==> src/rtl/wdt_pkg.sv <==
package wdt_pkg;
  localparam int ADDR_W  = 3;
  localparam int BYTE_W  = 8;
  localparam logic [ADDR_W-1:0] A_KEY  = 3'd0;
  localparam logic [ADDR_W-1:0] A_CTRL = 3'd1;
  localparam logic [ADDR_W-1:0] A_RATE = 3'd2;
  localparam logic [ADDR_W-1:0] A_VAL  = 3'd3;  // reload value base
  localparam int CTRL_EN  = 0;
  localparam int CTRL_REQ = 1;
endpackage

==> src/rtl/wdt_regs.sv <==
module wdt_regs
  import wdt_pkg::*;
#(
  parameter int          CNT_W   = 16,
  parameter int          RATE_W  = 4,
  parameter logic [7:0]  KEY     = 8'hDB,
  parameter logic [CNT_W-1:0] RST_VAL = 16'h03FF,
  parameter logic [RATE_W-1:0] RST_RATE = 4'd9
) (
  input  logic              clk,
  input  logic              rst_n,
  input  logic              wr_en,
  input  logic [ADDR_W-1:0] wr_addr,
  input  logic [7:0]        wr_data,
  output logic [CNT_W-1:0]  reload_val,
  output logic [RATE_W-1:0] rate,
  output logic              en,
  output logic              req_en,
  output logic              reload
);
  localparam int NBYTES = CNT_W / BYTE_W;

  logic key_hit, en_rise;

  assign key_hit = wr_en && (wr_addr == A_KEY) && (wr_data == KEY);
  assign en_rise = wr_en && (wr_addr == A_CTRL) && wr_data[CTRL_EN] && !en;
  assign reload  = key_hit || en_rise;

  for (genvar b = 0; b < NBYTES; b++) begin : g_val
    localparam logic [ADDR_W-1:0] ADDR = A_VAL + ADDR_W'(b);
    always_ff @(posedge clk or negedge rst_n) begin
      if (!rst_n)
        reload_val[b*BYTE_W +: BYTE_W] <= RST_VAL[b*BYTE_W +: BYTE_W];
      else if (wr_en && wr_addr == ADDR)
        reload_val[b*BYTE_W +: BYTE_W] <= wr_data;
    end
  end

  always_ff @(posedge clk or negedge rst_n) begin
    if (!rst_n) begin
      en     <= 1'b0;
      req_en <= 1'b0;
      rate   <= RST_RATE;
    end else if (wr_en) begin
      if (wr_addr == A_CTRL) begin
        en     <= wr_data[CTRL_EN];
        req_en <= wr_data[CTRL_REQ];
      end
      if (wr_addr == A_RATE)
        rate <= wr_data[RATE_W-1:0];
    end
  end
endmodule

==> src/rtl/wdt_rate.sv <==
module wdt_rate #(
  parameter int RATE_W = 4
) (
  input  logic              clk,
  input  logic              rst_n,
  input  logic              tick,
  input  logic              en,
  input  logic              reload,
  input  logic [RATE_W-1:0] rate,
  output logic              step
);
  localparam int PRE_W = (1 << RATE_W) - 1;

  logic [PRE_W-1:0] pre;
  logic [PRE_W-1:0] mask;

  assign mask = PRE_W'((PRE_W+1)'(1) << rate) - PRE_W'(1);
  assign step = tick && en && !reload && ((pre & mask) == mask);

  always_ff @(posedge clk or negedge rst_n) begin
    if (!rst_n)             pre <= '0;
    else if (reload)        pre <= '0;
    else if (tick && en)    pre <= pre + PRE_W'(1);
  end
endmodule

==> src/rtl/wdt_core.sv <==
module wdt_core #(
  parameter int CNT_W     = 16,
  parameter int PULSE_CYC = 8,
  parameter logic [CNT_W-1:0] RST_VAL = 16'h03FF
) (
  input  logic             clk,
  input  logic             rst_n,
  input  logic             en,
  input  logic             reload,
  input  logic             step,
  input  logic [CNT_W-1:0] reload_val,
  output logic [CNT_W-1:0] cnt,
  output logic             pulse_on
);
  localparam int PW = $clog2(PULSE_CYC + 1);

  logic          fired;
  logic [PW-1:0] pcnt;

  assign pulse_on = (pcnt != '0);

  always_ff @(posedge clk or negedge rst_n) begin
    if (!rst_n)                        cnt <= RST_VAL;
    else if (reload)                   cnt <= reload_val;
    else if (step && cnt != '0)        cnt <= cnt - CNT_W'(1);
  end

  always_ff @(posedge clk or negedge rst_n) begin
    if (!rst_n) begin
      fired <= 1'b0;
      pcnt  <= '0;
    end else if (reload) begin
      fired <= 1'b0;
      pcnt  <= '0;
    end else if (en && cnt == '0 && !fired) begin
      fired <= 1'b1;
      pcnt  <= PW'(PULSE_CYC);
    end else if (pcnt != '0) begin
      pcnt  <= pcnt - PW'(1);
    end
  end


  cnt_floor_chk: assert property (@(posedge clk) disable iff (!rst_n)
    (cnt == '0 && !reload) |=> cnt == '0);

  dis_hold_chk: assert property (@(posedge clk) disable iff (!rst_n)
    (!en && !reload) |=> $stable(cnt));

  one_step_chk: assert property (@(posedge clk) disable iff (!rst_n)
    !reload |=> (cnt == $past(cnt) || cnt == $past(cnt) - CNT_W'(1)));

  pulse_at_zero_chk: assert property (@(posedge clk) disable iff (!rst_n)
    pulse_on |-> cnt == '0);
endmodule

==> src/rtl/wdt_keyed_top.sv <==
module wdt_keyed_top
  import wdt_pkg::*;
#(
  parameter int CNT_W     = 16,
  parameter int RATE_W    = 4,
  parameter int PULSE_CYC = 8
) (
  input  logic        clk,
  input  logic        rst_n,
  input  logic        wr_en_i,
  input  logic [2:0]  wr_addr_i,
  input  logic [7:0]  wr_data_i,
  input  logic [2:0]  rd_addr_i,
  output logic [7:0]  rd_data_o,
  input  logic        tick_i,
  input  logic        sys_ctrl_i,
  output logic        board_rst_o,
  output logic        sys_rst_o
);
  localparam int NBYTES = CNT_W / BYTE_W;
  localparam logic [ADDR_W-1:0] A_LIVE = A_VAL + ADDR_W'(NBYTES);

  logic [CNT_W-1:0]  reload_val, cnt;
  logic [RATE_W-1:0] rate;
  logic              en, req_en, reload, step, pulse_on;

  wdt_regs #(.CNT_W(CNT_W), .RATE_W(RATE_W)) u_regs (
    .clk(clk), .rst_n(rst_n), .wr_en(wr_en_i), .wr_addr(wr_addr_i),
    .wr_data(wr_data_i), .reload_val(reload_val), .rate(rate),
    .en(en), .req_en(req_en), .reload(reload));

  wdt_rate #(.RATE_W(RATE_W)) u_rate (
    .clk(clk), .rst_n(rst_n), .tick(tick_i), .en(en), .reload(reload),
    .rate(rate), .step(step));

  wdt_core #(.CNT_W(CNT_W), .PULSE_CYC(PULSE_CYC)) u_core (
    .clk(clk), .rst_n(rst_n), .en(en), .reload(reload), .step(step),
    .reload_val(reload_val), .cnt(cnt), .pulse_on(pulse_on));

  assign board_rst_o = pulse_on && req_en;
  assign sys_rst_o   = board_rst_o && sys_ctrl_i;

  always_comb begin
    rd_data_o = '0;
    if (rd_addr_i == A_CTRL) begin
      rd_data_o[CTRL_EN]  = en;
      rd_data_o[CTRL_REQ] = req_en;
    end else if (rd_addr_i == A_RATE) begin
      rd_data_o[RATE_W-1:0] = rate;
    end else begin
      for (int b = 0; b < NBYTES; b++) begin
        if (rd_addr_i == A_VAL + ADDR_W'(b))
          rd_data_o = reload_val[b*BYTE_W +: BYTE_W];
        if (rd_addr_i == A_LIVE + ADDR_W'(b))
          rd_data_o = cnt[b*BYTE_W +: BYTE_W];
      end
    end
  end


  sys_follows_board_chk: assert property (@(posedge clk) disable iff (!rst_n)
    sys_rst_o |-> board_rst_o);

  key_reload_chk: assert property (@(posedge clk) disable iff (!rst_n)
    (wr_en_i && wr_addr_i == A_KEY && wr_data_i == 8'hDB) |=> cnt == $past(reload_val));
endmodule

==> config.mk <==
export PLATFORM = sky130hd
export DESIGN_NAME = wdt_keyed_top
export DESIGN_NICKNAME = d
export VERILOG_FILES = /design/src/rtl/wdt_pkg.sv /design/src/rtl/wdt_regs.sv /design/src/rtl/wdt_rate.sv /design/src/rtl/wdt_core.sv /design/src/rtl/wdt_keyed_top.sv
export SDC_FILE = /design/constraint.sdc
export NUM_CORES = 1
export LEC_CHECK = 0
export BUFFER_PORTS_ARGS = -buffer_cell sky130_fd_sc_hd__buf_2
export CAP_MARGIN = 0
export CORE_UTILIZATION = 60
export CTS_BUF_LIST = sky130_fd_sc_hd__clkbuf_16
export DETAILED_ROUTE_END_ITERATION = 8
export HOLD_SLACK_MARGIN = 0.03
export PLACE_DENSITY = 0.86
export SETUP_SLACK_MARGIN = 0.4
export SLEW_MARGIN = 20
export SYNTH_ARGS = -nofsm -noshare
export SYNTH_HDL_FRONTEND = slang
export SYNTH_SLANG_ARGS = --single-unit
==> constraint.sdc <==
create_clock -name clk -period 3.75 [get_ports clk]
set_input_delay 1.125 -clock clk [delete_from_list [all_inputs] [get_ports clk]]
set_output_delay 1.125 -clock clk [all_outputs]
set_load 0.01 [all_outputs]
==> results of run 1 <==
worst register-to-register path: cells and delay by family, from the launching register on:
family	cells	cell delay, ns
AOI/OAI and AO/OA	2	0.32
adders and majority gates	1	0.33
and+or+nand+nor	5	1.62
DFF	1	0.71
buffers and inverters	1	0.13
power by group through the flow:
stage	Clock, mW	Combinational (mW)	Sequential, mW
after floorplan	0	0.555	0.944
after global placement	0	0.637	1.03
after detailed placement	0	0.673	1.04
after CTS	0.853	0.683	1.03
after global routing	0.886	0.760	1.06
final	0.846	0.687	1.05
synthesized netlist by cell type, types with 7 or more instances:
cell,n,area [um^2]
xor2_1,10,87.6
inv_1,10,37.5
dfrtp_1,36,901
mux2_2,24,270
nor3_1,14,70.1
o21ai_0,18,90.1
or3_1,8,50.1
nor2_1,46,173
a31oi_1,16,100
nand3_1,11,55.1
o31ai_1,14,105
a21oi_1,16,80.1
nand4_1,8,50.1
mux2i_1,13,130
dfstp_2,22,578
or4_1,16,120
nand2_1,29,109
clkbuf_1,7,26.3
flip-flops by register name, indices dropped and copies added, names as in the netlist:
signal / cells
u_regs.reload_val: 16
u_regs.req_en: 1
u_regs.en: 1
u_regs.rate: 4
u_core.fired: 1
u_core.cnt: 16
u_rate.pre: 15
u_core.pcnt: 4
cell type report:
type / count / area, um^2
clock buffer: 9 / 225
clock inverter: 7 / 83.8
fill: 440 / 1780
inverter: 10 / 37.5
multi-input combinational: 313 / 2060
sequential: 58 / 1480
tap: 75 / 93.8
timing repair buffer: 35 / 195
metrics by stage:
step / instances / hold WS, ns / utilization
floorplan: 404 / 0.454 / -
global placement: 491 / 0.467 / 0.648
detailed placement: 491 / 0.491 / 0.648
CTS: 507 / 0.502 / 0.700
global route: 507 / 0.537 / 0.702
finish: 507 / 0.512 / 0.702
what timing repair did:
action | CTS | global route
hold buffers | 0 | 0
resized for setup | 0 | 4
setup endpoints to repair | 0 | 21
layer usage:
layer / vias up / part of all wire / track usage
met2: 147 / 0.44 / 0.437
met1: 1609 / 0.45 / 0.444
li1: 1553 / - / -
met5: - / 0 / 0
met3: 28 / 0.078 / 0.0483
met4: 0 / 0.027 / 0.141
cell families (layout without fill, tap and decap cells):
family / Yosys count / in the layout
flip-flops: 58 / 58
multiplexers: 37 / 37
AND/OR/NAND/NOR: 173 / 173
AO/OA/AOI/OAI: 85 / 85
adder cells (fa/ha/maj): 5 / 5
buffers and inverters: 33 / 61
XOR/XNOR: 13 / 13
path summary, 6_finish.rpt:
path	end	slack, ns	cells past startpoint	startpoint
max in group asynchronous	u_core.cnt[6]	2.03	2	rst_n
setup reg to reg	u_core.cnt[8]	0.57	9	u_regs.rate[3]
hold / removal	u_core.fired	0.51	2	u_core.fired
min in group asynchronous	u_rate.pre[8]	0.85	1	rst_n
setup / recovery	rd_data_o[2]	0.55	7	rd_addr_i[0]
hold reg to reg	u_core.fired	0.51	2	u_core.fired
==> flow_metrics.env, run 1 <==
export IMPL_worstPathRequired_ns=2.62
export IMPL_p_int_mw=1.71
export IMPL_syn_avg_cell_area_um2=9.23
export IMPL_ir_drop_mv=0.534
export IMPL_max_slew_margin=0.460
export IMPL_place_congestion=0.935
export IMPL_synth_top_family_by_area="simple AND/OR/NAND/NOR gates"
export IMPL_fin_crit_ns=3.20
export IMPL_crit_chain="clkbuf_4 > nor2b_1 > nand2_1 > o21ai_0 > nand2_1 > o21ai_0 > buf_2"
export IMPL_cts_setup_buffers=0
export IMPL_grt_total_usage=0.303
export IMPL_pwr_share_seq=0.407
export IMPL_via_count=3337
export IMPL_cts_clk_slew_worst_paths_ns=0.05
export IMPL_hold_viol=0
export IMPL_syn_area_um2=3730
export IMPL_critical_path_buf_inv_count=2
export IMPL_power_per_cell_area_nw_per_um2=618
export IMPL_synth_warnings=0
export IMPL_fin_nets=451
export IMPL_startpoint_type="input pin"
export IMPL_synth_xor_area_share=0.0305
export IMPL_path_class="in -> out"
export IMPL_drc=0
export IMPL_pwr_share_comb=0.266
export IMPL_synthAdderAreaFrac=0.0168
export IMPL_post_dp_cell_area_um2=3860
export IMPL_syn_inst=404
export IMPL_drv_cap=0
export IMPL_cts_tree="done"
export IMPL_setup_slack_ns=0.548
export IMPL_clkLatencyLatePin_ns=0.33
export IMPL_area_growth_syn_to_layout_pct=12.1
export IMPL_die_h_um=80.8
export IMPL_drt_total_wl_mm=9.12
export IMPL_p_sw_mw=0.878
export IMPL_grt_max_degree=33
export IMPL_synthSimpleGateAreaFrac=0.251
export IMPL_place_ws_ns=0.400
export IMPL_hpwl_mm=6.43
export IMPL_total_power_mw=2.58
export IMPL_antenna_found_initial=0
export IMPL_worstPathArrival_ns=2.08
export IMPL_synth_compound_area_frac=0.145
export IMPL_drive_gt1_frac=0.231
export IMPL_swShare=0.340
export IMPL_finClkSkew_ns=0.00685
export IMPL_numPortBuffers=28
export IMPL_ys_ff_latch=58
export IMPL_fin_setup_tns_ns=0
export IMPL_chipWidth_um=80.8
export IMPL_dr_pass1_iters=5
export IMPL_critical_path_slowest_cell="clkbuf_4"
export IMPL_cts_max_path_buffers=2
export IMPL_end_kind="output pin"
export IMPL_yosysSeqAreaShare=0.397
export IMPL_power_leakage_nw=1.69
export IMPL_synth_flop_cell="dfrtp_1"
export IMPL_dieArea_um2=6530
export IMPL_worst_slew_pin_transition_ns=0.800
export IMPL_core_area_um2=5960
export IMPL_async_reset_ff_frac=1.00
export IMPL_io_pins=29
export IMPL_cts_root_buffer="clkbuf_16"
export IMPL_synth_edf_count=0
export IMPL_synth_cell_types=50
export IMPL_antenna_cells=0
export IMPL_synth_fp_nets=428
export IMPL_critical_path_top_delay_family="buffers and inverters"
export IMPL_drt_iter0_markers=445
export IMPL_rsz0062_at_grt="no"
export IMPL_mostFrequentLayoutCells="nor2_1, dfrtp_1, nand2_1"
export IMPL_fmax_ghz=0.312
export IMPL_critical_path_max_stage_delay_ns=0.23
export IMPL_num_rows=28
export IMPL_clock_sinks=58
export IMPL_clkPwrFrac=0.327
export IMPL_setup_viol=0
export IMPL_crit_fanout=17
export IMPL_synth_area_mux_share=0.107
export IMPL_status="complete, no violations"
export IMPL_grt_pass1_vias=2949
export IMPL_overflow=0
export IMPL_via_per_inst=6.58
export IMPL_final_common_cell="nor2_1"
export IMPL_ant_nets=0
export IMPL_h_tree_depth=3
export IMPL_grt_pass1_wl_mm=14.8
export IMPL_post_route_period_util=0.854
export IMPL_drv_slew=0
export IMPL_cts_buffers=9
export IMPL_initial_core_util=0.626
export IMPL_route_detailed_wl_per_inst_um=18.0
export IMPL_design_area_um2=4180
export IMPL_min_path_type="reg -> reg"
Power figures use the tool's default switching activity.
==> run 2: changes to the inputs <==
CORE_UTILIZATION = 65   (was 60)
PLACE_DENSITY = 0.91   (was 0.86)
clock period = 3.7 ns   (was 3.75 ns; I/O delays follow)
==> run 2 against run 1 <==
  * Utilization increased by 5.0 points
  * Highest routed layer unchanged
  * Power decreased by 3.0%
  * Combinational power increased by 4.1%
  * Sequential share of layout area increased by 0.32 points
  * Design area decreased by 0.90%
  * Non-clock buffer count increased by 1
  * Flip-flop and latch count unchanged
==> flow_metrics.env, run 2 (same netlist as run 1, synthesis figures left out) <==
export IMPL_fin_nets=452
export IMPL_grt_total_usage=0.348
export IMPL_finClkSkew_ns=0.00566
export IMPL_numPortBuffers=28
export IMPL_min_path_type="reg -> reg"
export IMPL_power_leakage_nw=1.69
export IMPL_final_common_cell="nor2_1"
export IMPL_cts_max_path_buffers=2
export IMPL_worst_slew_pin_transition_ns=0.866
export IMPL_cts_tree="done"
export IMPL_cts_buffers=9
export IMPL_antenna_cells=0
export IMPL_dieArea_um2=6040
export IMPL_critical_path_top_delay_family="buffers and inverters"
export IMPL_post_route_period_util=0.865
export IMPL_hold_path_startpoint="u_core.fired"
export IMPL_cts_root_buffer="clkbuf_16"
export IMPL_h_tree_depth=3
export IMPL_power_per_cell_area_nw_per_um2=605
export IMPL_critical_path_slowest_cell="clkbuf_4"
export IMPL_drt_iter0_markers=403
export IMPL_r2r_start="u_regs.rate[0]"
export IMPL_area_growth_syn_to_layout_pct=11.1
export IMPL_end_kind="output pin"
export IMPL_worstPathRequired_ns=2.59
export IMPL_via_count=3418
export IMPL_hold_viol=0
export IMPL_critical_path_max_stage_delay_ns=0.28
export IMPL_die_h_um=77.7
export IMPL_clkLatencyLatePin_ns=0.34
export IMPL_fin_crit_ns=3.20
export IMPL_worstPathArrival_ns=2.09
export IMPL_via_per_inst=6.77
export IMPL_grt_pass1_vias=3208
export IMPL_cp_startpoint="rd_addr_i[0]"
export IMPL_io_pins=29
export IMPL_final_util=0.752
export IMPL_ant_nets=0
export IMPL_crit_chain="clkbuf_4 > mux2i_1 > a21oi_1 > nor2_1 > a21oi_1 > buf_2"
export IMPL_core_area_um2=5510
export IMPL_overflow=0
export IMPL_fin_setup_tns_ns=0
export IMPL_regToRegSetupSlack_ns=0.56
export IMPL_fmax_ghz=0.313
export IMPL_num_rows=27
export IMPL_startpoint_type="input pin"
export IMPL_status="complete, no violations"
export IMPL_drive_gt1_frac=0.233
export IMPL_cts_hold_fix_buffers=0
export IMPL_drc=0
export IMPL_crit_fanout=17
export IMPL_chipWidth_um=77.7
export IMPL_rsz0062_at_grt="yes"
export IMPL_route_detailed_wl_per_inst_um=19.0
export IMPL_grt_max_degree=33
export IMPL_clock_sinks=58
export IMPL_max_slew_margin=0.415
export IMPL_antenna_found_initial=0
export IMPL_critPathMostFrequentCell="a21oi_1"
export IMPL_drt_total_wl_mm=9.60
export IMPL_ir_drop_mv=0.544
export IMPL_total_power_mw=2.51
export IMPL_mostFrequentLayoutCells="nor2_1, dfrtp_1, nand2_1"
export IMPL_drv_cap=0
export IMPL_drv_slew=0
export IMPL_dr_pass1_iters=7
export IMPL_grt_pass1_wl_mm=15.9
export IMPL_cts_clk_slew_worst_paths_ns=0.05
export IMPL_place_congestion=0.963
export IMPL_hpwl_mm=6.53
export IMPL_setup_viol=0
export IMPL_reg_top3="u_core.cnt: 16 flops, u_regs.reload_val: 16 flops, u_rate.pre: 15 flops"
export IMPL_path_class="in -> out"
export IMPL_critical_path_buf_inv_count=2
export IMPL_n_fill_cell=397
export IMPL_initial_core_util=0.677
-- run 2: per-layer routing --
layer  vias to the layer above  track usage  routed length, um
met2                       171        0.530               4430
li1                       1558            -                  -
met1                      1656        0.466               3910
met4                         0        0.134                259
met3                        33        0.104                991
met5                         -            0                  0
-- run 2: what timing repair did --
item,in CTS,in global routing
setup endpoints to repair,5,20
gates resized for setup,2,4
hold endpoints to repair,0,0
setup buffers,0,0
-- run 2: layout make-up --
class	instances	area (um^2)	area share
Timing Repair Buffer	36	203	0.0489
Inverter	10	37.5	0.00906
Tap cell	72	90.1	0.0217
Sequential cell	58	1480	0.358
Clock buffer	9	225	0.0544
Multi-Input combinational cell	313	2070	0.501
Clock inverter	7	30.0	0.00725
-- run 2: where the power goes --
group	total, mW	internal [mW]	leakage (nW)	switching (mW)
Combinational	0.715	0.318	0.868	0.398
Clock	0.725	0.438	0.140	0.287
Sequential	1.07	0.836	0.686	0.231
-- run 2: metrics by stage --
stage	std cells	setup slack [ns]	hold WS, ns	instance area (um^2)
6_report	505	0.500	0.511	4140
5_1_grt	505	0.376	0.535	4140
4_1_cts	505	0.419	0.511	4120
3_5_place_dp	489	0.406	0.500	3860
3_3_place_gp	489	0.464	0.469	3860
2_1_floorplan	404	0.455	0.454	3730
-- run 2: path summary, 6_finish.rpt --
path	to	depth (start not counted)
max reg2reg	u_core.cnt[10]	8
min in group asynchronous	u_core.pcnt[2]	1
min	u_core.fired	2
max in group asynchronous	u_regs.rate[0]	2
min reg2reg	u_core.fired	2
max	rd_data_o[0]	6
-- run 2: worst reg2reg max path, cell delays in order (launching register included) --
cell and delay (ns):
dfstp_2 0.71, nand3_1 0.18, ha_4 0.25, inv_1 0.15, a2bb2oi_1 0.21, o21ai_1 0.09, or4_4 0.69, or4_1 0.59
a31oi_1 0.20
==> run 3: changes to the inputs <==
==> constraint.sdc (replaced) <==
create_clock -name clk -period 3.7 [get_ports clk]
set_input_delay 1.11 -clock clk [delete_from_list [all_inputs] [get_ports clk]]
set_output_delay 1.11 -clock clk [all_outputs]
set_load 0.05 [all_outputs]
==> run 3 against run 2 <==
  * Via count increased by 5.4%
  * Largest power group unchanged
  * Sequential power about the same
  * Critical endpoint unchanged
  * Design area is 5.6% higher
  * Clock power up 26%
  * Global-route usage is 0.60 points higher
  * Highest routed layer unchanged
  * Register-to-register slack worse by 0.04 ns
  * First-iteration DRC count grew 8.9%
  * Hold slack worse by 0.020 ns
  * Critical path depth unchanged
  * Worst setup slack lost 0.033 ns
==> flow_metrics.env, run 3 (same netlist as run 1, synthesis figures left out) <==
export IMPL_die_h_um=77.7
export IMPL_dr_pass1_iters=5
export IMPL_via_count=3604
export IMPL_startpoint_type="input pin"
export IMPL_ir_drop_mv=0.512
export IMPL_overflow=0
export IMPL_io_pins=29
export IMPL_pwr_share_comb=0.307
export IMPL_max_slew_margin=0.372
export IMPL_clock_sinks=58
export IMPL_endpoint="rd_data_o[0]"
export IMPL_route_detailed_wl_per_inst_um=20.6
export IMPL_drv_slew=0
export IMPL_power_per_cell_area_nw_per_um2=650
export IMPL_antenna_cells=0
export IMPL_via_per_inst=6.98
export IMPL_p_sw_mw=1.06
export IMPL_rr_endpoint="u_core.cnt[9]"
export IMPL_worstPathArrival_ns=2.12
export IMPL_reg_top3="u_core.cnt: 16 flops, u_regs.reload_val: 16 flops, u_rate.pre: 15 flops"
export IMPL_swShare=0.372
export IMPL_cts_root_buffer="clkbuf_16"
export IMPL_regToRegSetupSlack_ns=0.52
export IMPL_antenna_found_initial=0
export IMPL_area_growth_syn_to_layout_pct=17.3
export IMPL_drv_cap=0
export IMPL_core_area_um2=5510
export IMPL_drive_gt1_frac=0.284
export IMPL_p_int_mw=1.79
export IMPL_cts_clk_slew_worst_paths_ns=0.05
export IMPL_post_route_period_util=0.874
export IMPL_finClkSkew_ns=0.00512
export IMPL_grt_max_degree=40
export IMPL_r2r_start="u_regs.rate[0]"
export IMPL_cts_buffers=9
export IMPL_chipWidth_um=77.7
export IMPL_drc=0
export IMPL_pwr_share_seq=0.372
export IMPL_cp_startpoint="rd_addr_i[0]"
export IMPL_grt_pass1_vias=3293
export IMPL_dieArea_um2=6040
export IMPL_min_path_type="reg -> reg"
export IMPL_power_leakage_nw=1.78
export IMPL_drt_iter0_markers=439
export IMPL_cts_max_path_buffers=2
export IMPL_cts_tree="done"
export IMPL_clkPwrFrac=0.321
export IMPL_fmax_ghz=0.309
export IMPL_crit_fanout=17
export IMPL_num_rows=27
export IMPL_holdWs_ns=0.491
export IMPL_final_common_cell="nor2_1"
export IMPL_end_kind="output pin"
export IMPL_total_power_mw=2.84
export IMPL_fin_crit_ns=3.23
export IMPL_worst_slew_pin_transition_ns=0.929
export IMPL_worstPathRequired_ns=2.59
export IMPL_mostFrequentLayoutCells="nor2_1, dfrtp_1, nand2_1"
export IMPL_n_fill_cell=338
export IMPL_status="complete, no violations"
export IMPL_grt_total_usage=0.354
export IMPL_rr_worst_depth=11
export IMPL_clkLatencyLatePin_ns=0.34
export IMPL_setup_viol=0
export IMPL_drt_total_wl_mm=10.6
export IMPL_ant_nets=0
export IMPL_grt_pass1_wl_mm=16.2
export IMPL_initial_core_util=0.677
export IMPL_numPortBuffers=28
export IMPL_final_util=0.794
export IMPL_h_tree_depth=3
export IMPL_path_class="in -> out"
export IMPL_cts_hold_fix_buffers=0
export IMPL_fin_setup_tns_ns=0
export IMPL_hpwl_mm=6.33
export IMPL_hold_viol=0
export IMPL_fin_nets=463
export IMPL_rsz0062_at_grt="no"
export IMPL_place_congestion=1.02
==> run 3: cell types whose count changed in the layout (fill, tap and decap cells not counted), sizes merged <==
cell,change
bufinv,+2
or4,+1
inv,-2
clkinvlp,+1
buf,+5
clkinv,-1
clkbuf,+5
==> run 3: through the flow <==
stage               worst slack (ns)  instances  cell area [um^2]
floorplan                      0.460        404              3770
global route                   0.387        516              4370
CTS                            0.417        504              4230
detailed placement             0.282        488              3890
global placement               0.315        488              3890
finish                         0.467        516              4370
==> run 3: how the worst min path moves through the flow <==
stage,start,slack [ns],cells after the start,endpoint
after global placement,u_core.fired,0.47,2,u_core.fired
after floorplan,u_core.fired,0.45,2,u_core.fired
after CTS,u_core.fired,0.49,2,u_core.fired
final,u_core.fired,0.49,2,u_core.fired
after detailed placement,u_core.fired,0.48,2,u_core.fired
after global routing,u_core.fired,0.52,2,u_core.fired
==> run 3: power by group through the flow <==
stage | sequential (mW) | combinational (mW) | clock, mW
after detailed placement | 1.05 | 0.760 | 0
after floorplan | 0.957 | 0.638 | 0
after global placement | 1.04 | 0.719 | 0
after CTS | 1.04 | 0.780 | 0.915
final | 1.06 | 0.873 | 0.912
after global routing | 1.07 | 0.939 | 0.936
==> run 3: critical path, cell delays in order <==
cell and delay (ns):
buf_6 0.19, mux2i_1 0.25, a21oi_1 0.09, nor2_1 0.23
a21oi_4 0.04, buf_2 0.22
==> run 3: metal layers <==
| metal | part of all wire | wire length (um) | global-route usage |
|---|---|---|---|
| met4 | 0.045 | 474 | 0.166 |
| met1 | 0.38 | 4080 | 0.467 |
| met3 | 0.11 | 1190 | 0.0635 |
| met5 | 0 | 0 | 0 |
| met2 | 0.46 | 4890 | 0.565 |
==> run 3: cell type report <==
class | count | area, um^2 | share of cell area
Inverter | 10 | 37.5 | 0.00858
Clock inverter | 7 | 103 | 0.0235
Tap cell | 72 | 90.1 | 0.0206
Multi-Input combinational cell | 314 | 2130 | 0.487
Timing Repair Buffer | 46 | 304 | 0.0695
Sequential cell | 58 | 1490 | 0.340
Clock buffer | 9 | 225 | 0.0515
==> run 3: timing repair <==
action,4_1_cts,5_1_grt
buffers inserted,0,11
gates resized for setup,4,13
cloned,0,1
pin swaps,0,4
endpoints found under the setup margin,19,24
